--- src/rtl/line_split_pkg.sv ---
package line_split_pkg;
   typedef enum logic [1:0] {
      KIND_LOAD   = 2'd0,
      KIND_STORE  = 2'd1,
      KIND_ATOMIC = 2'd2
   } acc_kind_e;
endpackage

--- src/rtl/line_split_cursor.sv ---
// Walks an access one fragment at a time; each step is clipped to the line.
module line_split_cursor #(
   parameter int ADDR_W     = 16,
   parameter int LINE_BYTES = 8,
   parameter int SZ_W       = 6
) (
   input  logic              clk,
   input  logic              rst_n,
   input  logic              load,
   input  logic [ADDR_W-1:0] ld_addr,
   input  logic [SZ_W-1:0]   ld_size,
   input  logic              advance,
   output logic [ADDR_W-1:0] cur_addr,
   output logic [SZ_W-1:0]   step_size,
   output logic [SZ_W-1:0]   cur_off,
   output logic              rem_zero,
   output logic              is_last
);
   localparam int LW = $clog2(LINE_BYTES);
   localparam int CW = (SZ_W > LW + 1) ? SZ_W : LW + 1;

   logic [SZ_W-1:0] rem_q;
   logic [CW-1:0]   room;
   logic [CW-1:0]   rem_w;

   assign room  = CW'(LINE_BYTES) - CW'(cur_addr[LW-1:0]);
   assign rem_w = CW'(rem_q);
   assign step_size = (rem_w < room) ? rem_q : SZ_W'(room);
   assign rem_zero  = (rem_q == '0);
   assign is_last   = !rem_zero && (step_size == rem_q);

   always_ff @(posedge clk) begin
      if (!rst_n) begin
         cur_addr <= '0;
         rem_q    <= '0;
         cur_off  <= '0;
      end else if (load) begin
         cur_addr <= ld_addr;
         rem_q    <= ld_size;
         cur_off  <= '0;
      end else if (advance && !rem_zero) begin
         cur_addr <= cur_addr + ADDR_W'(step_size);
         rem_q    <= rem_q - step_size;
         cur_off  <= cur_off + step_size;
      end
   end
endmodule

--- src/rtl/line_split_track.sv ---
// Counts sent fragments and matching responses for the access in flight.
module line_split_track #(
   parameter int CNT_W = 3
) (
   input  logic             clk,
   input  logic             rst_n,
   input  logic             load,
   input  logic [CNT_W-1:0] ld_total,
   input  logic             sent,
   input  logic             rsp,
   output logic [CNT_W-1:0] outstanding,
   output logic             all_rcvd
);
   logic [CNT_W-1:0] total_q, sent_q, rcv_q;
   logic             rsp_take;

   assign rsp_take    = rsp && (rcv_q < sent_q);
   assign outstanding = sent_q - rcv_q;
   assign all_rcvd    = (rcv_q == total_q);

   always_ff @(posedge clk) begin
      if (!rst_n) begin
         total_q <= '0;
         sent_q  <= '0;
         rcv_q   <= '0;
      end else if (load) begin
         total_q <= ld_total;
         sent_q  <= '0;
         rcv_q   <= '0;
      end else begin
         if (sent)     sent_q <= sent_q + 1'b1;
         if (rsp_take) rcv_q  <= rcv_q + 1'b1;
      end
   end
endmodule

--- src/rtl/line_split_be.sv ---
// Picks the enable slice for the current fragment and masks unused lanes.
module line_split_be #(
   parameter int MAX_SIZE   = 32,
   parameter int LINE_BYTES = 8,
   parameter int SZ_W       = 6,
   parameter bit HAS_BE     = 1'b1
) (
   input  logic [MAX_SIZE-1:0]   be_vec,
   input  logic                  be_use,
   input  logic [SZ_W-1:0]       off,
   input  logic [SZ_W-1:0]       size,
   output logic [LINE_BYTES-1:0] be_out
);
   logic [MAX_SIZE-1:0] shifted;
   assign shifted = be_vec >> off;

   for (genvar i = 0; i < LINE_BYTES; i++) begin : g_lane
      logic in_range;
      assign in_range = (SZ_W'(i) < size);
      if (HAS_BE) begin : g_sel
         assign be_out[i] = in_range && (!be_use || shifted[i]);
      end else begin : g_all
         logic unused_b;
         assign unused_b  = be_use ^ shifted[i];
         assign be_out[i] = in_range;
      end
   end
endmodule

--- src/rtl/line_splitter.sv ---
module line_splitter #(
   parameter int ADDR_W     = 16,
   parameter int LINE_BYTES = 8,
   parameter int MAX_SIZE   = 32,
   parameter bit HAS_BE     = 1'b1,
   localparam int SZ_W      = $clog2(MAX_SIZE + 1),
   localparam int MAX_FRAGS = (MAX_SIZE + 2 * LINE_BYTES - 2) / LINE_BYTES,
   localparam int CNT_W     = $clog2(MAX_FRAGS + 1)
) (
   input  logic                  clk,
   input  logic                  rst_n,
   input  logic                  acc_valid,
   output logic                  acc_ready,
   input  logic [ADDR_W-1:0]     acc_addr,
   input  logic [SZ_W-1:0]       acc_size,
   input  logic [1:0]            acc_kind,
   input  logic [MAX_SIZE-1:0]   acc_be,
   input  logic                  acc_be_use,
   output logic                  acc_err,
   output logic                  frag_valid,
   input  logic                  frag_ready,
   output logic [ADDR_W-1:0]     frag_addr,
   output logic [SZ_W-1:0]       frag_size,
   output logic [SZ_W-1:0]       frag_offset,
   output logic [LINE_BYTES-1:0] frag_be,
   output logic                  frag_last,
   input  logic                  rsp_valid,
   output logic [CNT_W-1:0]      outstanding,
   output logic                  done
);
   import line_split_pkg::*;

   localparam int LW   = $clog2(LINE_BYTES);
   localparam int SP_W = SZ_W + 2;

   if (LINE_BYTES < 2 || (LINE_BYTES & (LINE_BYTES - 1)) != 0) begin : g_bad_line
      $error("LINE_BYTES must be a power of two of at least 2");
   end
   if (MAX_SIZE < LINE_BYTES) begin : g_bad_max
      $error("MAX_SIZE must be at least LINE_BYTES");
   end
   if (ADDR_W <= LW) begin : g_bad_addr
      $error("ADDR_W must exceed the line offset width");
   end

   logic                busy_q;
   logic [MAX_SIZE-1:0] be_q;
   logic                be_use_q;
   logic                illegal, accept, fire, rem_zero, all_rcvd;
   logic [SP_W-1:0]     in_line_end, span;
   logic [CNT_W-1:0]    n_frags;

   assign in_line_end = SP_W'(acc_addr[LW-1:0]) + SP_W'(acc_size);
   assign span        = in_line_end + SP_W'(LINE_BYTES - 1);
   assign n_frags     = CNT_W'(span >> LW);

   assign illegal = (acc_size == '0)
                 || (SP_W'(acc_size) > SP_W'(MAX_SIZE))
                 || ((acc_kind == KIND_ATOMIC) && (in_line_end > SP_W'(LINE_BYTES)));

   assign acc_ready  = !busy_q;
   assign acc_err    = acc_valid && !busy_q && illegal;
   assign accept     = acc_valid && !busy_q && !illegal;
   assign frag_valid = busy_q && !rem_zero;
   assign fire       = frag_valid && frag_ready;
   assign done       = busy_q && rem_zero && all_rcvd;

   always_ff @(posedge clk) begin
      if (!rst_n) begin
         busy_q   <= 1'b0;
         be_q     <= '0;
         be_use_q <= 1'b0;
      end else if (accept) begin
         busy_q   <= 1'b1;
         be_q     <= acc_be;
         be_use_q <= acc_be_use;
      end else if (done) begin
         busy_q   <= 1'b0;
      end
   end

   line_split_cursor #(
      .ADDR_W(ADDR_W), .LINE_BYTES(LINE_BYTES), .SZ_W(SZ_W)
   ) u_cursor (
      .clk       (clk),
      .rst_n     (rst_n),
      .load      (accept),
      .ld_addr   (acc_addr),
      .ld_size   (acc_size),
      .advance   (fire),
      .cur_addr  (frag_addr),
      .step_size (frag_size),
      .cur_off   (frag_offset),
      .rem_zero  (rem_zero),
      .is_last   (frag_last)
   );

   line_split_track #(.CNT_W(CNT_W)) u_track (
      .clk         (clk),
      .rst_n       (rst_n),
      .load        (accept),
      .ld_total    (n_frags),
      .sent        (fire),
      .rsp         (rsp_valid && busy_q),
      .outstanding (outstanding),
      .all_rcvd    (all_rcvd)
   );

   line_split_be #(
      .MAX_SIZE(MAX_SIZE), .LINE_BYTES(LINE_BYTES), .SZ_W(SZ_W), .HAS_BE(HAS_BE)
   ) u_be (
      .be_vec (be_q),
      .be_use (be_use_q),
      .off    (frag_offset),
      .size   (frag_size),
      .be_out (frag_be)
   );
endmodule

--- config.mk ---
export PLATFORM = sky130hd
export DESIGN_NAME = line_splitter
export DESIGN_NICKNAME = d
export VERILOG_FILES = /design/src/rtl/line_split_pkg.sv /design/src/rtl/line_split_cursor.sv /design/src/rtl/line_split_track.sv /design/src/rtl/line_split_be.sv /design/src/rtl/line_splitter.sv
export SDC_FILE = /design/constraint.sdc
export NUM_CORES = 1
export LEC_CHECK = 0
export BUFFER_PORTS_ARGS = -buffer_cell sky130_fd_sc_hd__buf_4
export CORE_MARGIN = 5
export CORE_UTILIZATION = 36
export DETAILED_ROUTE_END_ITERATION = 16
export HOLD_SLACK_MARGIN = 0.02
export SLEW_MARGIN = 20
export SYNTH_ARGS = -nofsm -noshare
export SYNTH_HDL_FRONTEND = slang
export SYNTH_SLANG_ARGS = --single-unit
--- constraint.sdc ---
create_clock -name clk -period 12.3 [get_ports clk]
set_clock_uncertainty 0.15 [all_clocks]
set_input_delay 0.615 -clock clk [delete_from_list [all_inputs] [get_ports clk]]
set_output_delay 0.615 -clock clk [all_outputs]
set_load 0.005 [all_outputs]
==> flow_summary.yaml <==
cts:
  cts_resized: 0
  cts_tree: "built"
  clock_path_buffers: 2
  clock-sinks: 71
  cts_setup_buffers: 0
  cts_hold_buf: 0
  cts_root_buf: "clkbuf_16"
  clkLatencyLatePin_ns: 0.34
  cts_inserted_buffers: 9
  cts.htree.levels: 3
  path_clk_slew_ns: 0.06
critical_path:
  worst-setup-path-type: "register to register"
  crit_start: "u_cursor.cur_addr[0]$_SDFFE_PN0P_"
  start_kind: "register"
  crit_path_end_kind: "register"
  arrival_ns: 5.51
  path_max_fanout: 12
  r2r_cells: 16
  crit_end: "u_cursor.cur_addr[13]$_SDFFE_PN0P_"
  required_ns: 12.35
  r2r_slack_ns: 6.84
  r2r_end: "u_cursor.cur_addr[13]$_SDFFE_PN0P_"
  reg2reg_from: "u_cursor.cur_addr[0]$_SDFFE_PN0P_"
logic_synthesis:
  synth_cell_type_count: 65
  async_flop_share_pct: 0
  synth_top_family_by_area: "compound AO/OA/AOI/OAI gates"
  muxShareOfSynthArea_pct: 15.8
  synth_commonest_cells: "117 x nand2_1, 71 x dfxtp_1, 70 x a21oi_1"
  avgSynthCellArea_um2: 8.20
  syn_area_mm2: 0.00543
  synth-simple-area-share_pct: 18.0
  synth_area_leaders: "dfxtp_1 26%, mux4_2 9.1%, nand2_1 8.1%"
  synth_compound_area_share_pct: 21.1
  synth_top_area_share_pct: 26.2
  synth_warnings: 0
  seq_area_frac_synth_pct: 26.2
  synthXorXnorAreaFrac_pct: 4.52
  yosys.area_share.adder_pct: 8.06
  yosys.area.top_type: "dfxtp_1"
  synth_ff_type: "dfxtp_1"
  synth_edf_count: 0
  yosysMostFrequentCell: "nand2_1"
  ys_ff_latch: 71
  synth_cells: 662
drt:
  wl_um: 15700
  viasPerCell: 5.57
  dr.pass1.iters: 5
  wl_per_cell_um: 16.9
  ant_nets: 0
  drt_iter0_drc: 319
  num_vias: 5183
  drc: 0
layout:
  syn_to_final_growth_pct: 20.9
  fin_area_mm2: 0.00657
  final_cell_count_no_fill: 930
  n_antenna_cell: 0
  nets: 835
  drive_above_1_share_pct: 22.3
timing:
  rsz0062_at_grt: "no"
  slew-limit-headroom_pct: 33.7
  finalHoldViolCount: 0
  fin_crit_sh_pct: 44.4
  final.setup.worst_slack_ns: 6.84
  setup_viol: 0
  maxSlewViolCount: 0
  period_needed_ns: 5.46
  tightest_slew_ns: 0.982
  finalSetupTns_ns: 0
  max_freq_ghz: 0.183
min_path:
  holdCritStartpoint: "be_q[0]$_SDFFE_PN0P_"
  hold_class: "register to register"
floorplan:
  die_w_um: 133
  core_mm2: 0.0146
  dieArea_mm2: 0.0176
  start_util_pct: 37.1
  die_h_um: 133
  io_pins: 106
  row_count: 44
place:
  dp_cells: 914
  hpwl_um: 11900
  dpl-instance-area_mm2: 0.00627
  port_buffers: 103
  pre_cts_ws_ns: 6.85
  gp_congestion: 0.907
grt:
  grt_use_met3_pct: 3.34
  grt_overflow: 0
  track_usage_pct: 18.0
  grt_pass1_wl_um: 25900
  antenna_found_initial: 0
  grt_use_met2_pct: 27.4
  grt_pass1_vias: 5086
  grt_max_degree: 71
  met1_usage_pct: 25.5
  grt-busiest-layer: "met2"
power:
  cellPowerDensity_mw_per_mm2: 128
  power_leakage_nw: 2.52
  ir_worst_vdd_mv: 0.0634
run_status:
  status: "finished, final reports clean"
run:
  cap_violations: 0
[how the worst min path moves through the flow]
stage / endpoint / slack (ns) / cells after the start
2_1_floorplan: be_q[0]$_SDFFE_PN0P_ / 0.28 / 2
3_3_place_gp: be_q[0]$_SDFFE_PN0P_ / 0.30 / 2
3_5_place_dp: be_q[0]$_SDFFE_PN0P_ / 0.30 / 2
4_1_cts: be_q[0]$_SDFFE_PN0P_ / 0.31 / 2
5_1_grt: be_q[27]$_SDFFE_PN0P_ / 0.35 / 2
6_report: be_q[0]$_SDFFE_PN0P_ / 0.31 / 2
[power by group]
part	total [mW]	switching (mW)	internal, mW	leakage, nW
combinational	0.302	0.160	0.142	1.80
sequential	0.270	0.0230	0.247	0.580
clock	0.266	0.105	0.161	0.144
total	0.839	0.288	0.551	2.52
[placed cells by master (no fill, tap or decap), types with 3 or more instances in the layout]
| cell type | count |
|---|---|
| mux2i_1 | 27 |
| o22ai_1 | 3 |
| nor4_1 | 3 |
| a211oi_1 | 21 |
| a21o_1 | 7 |
| mux4_2 | 22 |
| nor2_1 | 44 |
| a311oi_1 | 5 |
| o21ai_0 | 24 |
| nand3b_1 | 4 |
| o21bai_1 | 3 |
| a31oi_1 | 4 |
| mux2_2 | 8 |
| nor3_1 | 21 |
| buf_4 | 110 |
| nor2b_1 | 6 |
| fa_1 | 5 |
| clkbuf_16 | 9 |
| nand3_1 | 8 |
| nand2_1 | 117 |
| ha_1 | 27 |
| a221oi_1 | 5 |
| xnor2_1 | 22 |
| clkinv_2 | 3 |
| conb_1 | 5 |
| nand4_1 | 4 |
| a211o_1 | 4 |
| dfxtp_1 | 70 |
| xor2_1 | 6 |
| a21oi_1 | 70 |
| clkinv_1 | 3 |
| o211ai_1 | 5 |
| inv_1 | 25 |
| nand2b_1 | 5 |
[kinds of logic (layout without fill, tap and decap cells)]
group / count (synthesis) / count (layout)
XOR/XNOR: 28 / 28
AND/OR/NAND/NOR: 224 / 224
multiplexers: 57 / 57
buffers and inverters: 74 / 154
other: 1 / 5
AO/OA/AOI/OAI: 175 / 175
adder cells (fa/ha/maj): 32 / 32
flip-flops: 71 / 71
[metrics by stage]
stage / hold WS (ns) / total power [mW] / util [%]
after global routing: 0.348 / 0.890 / 44.8
after global placement: 0.295 / 0.571 / 42.8
after floorplan: 0.283 / 0.465 / -
after CTS: 0.311 / 0.844 / 44.8
after detailed placement: 0.303 / 0.576 / 42.8
final: 0.309 / 0.839 / 44.8
[state kept, by name, summed over array words and instances (netlist names)]
name	flops
u_track.rcv_q	3
u_track.total_q	3
u_cursor.cur_addr	16
busy_q	1
u_track.sent_q	3
be_use_q	1
u_cursor.cur_off	6
be_q	32
u_cursor.rem_q	6
[cell type report]
type,instances,area [um2]
multi-input cells,521,3680
fillers,1485,8080
clock buffers,10,239
inverters,28,105
flip-flops and latches,71,1420
well taps,184,230
repair buffers,110,826
clock inverters,6,60.1
[critical path, cell delays in order, from the launching register on]
cell	delay, ns
dfxtp_1	0.45
inv_1	0.12
ha_1	0.22
xnor2_1	0.17
inv_1	0.11
ha_1	0.27
or2_2	0.28
a31oi_2	0.52
mux2i_1	0.64
inv_1	0.23
ha_1	0.34
a211oi_1	0.29
nor2_1	0.12
o41ai_1	0.81
nor3_1	0.18
a311oi_1	0.35
nor4_1	0.09
[per-layer routing]
layer | wire [um] | vias to the layer above | share of wire [%]
li1 | - | 2542 | -
met1 | 7680 | 2473 | 49
met2 | 7010 | 147 | 45
met3 | 782 | 21 | 5.0
met4 | 260 | 0 | 1.7
met5 | 0 | - | 0
Note: power is estimated with default switching activity, not from simulation.
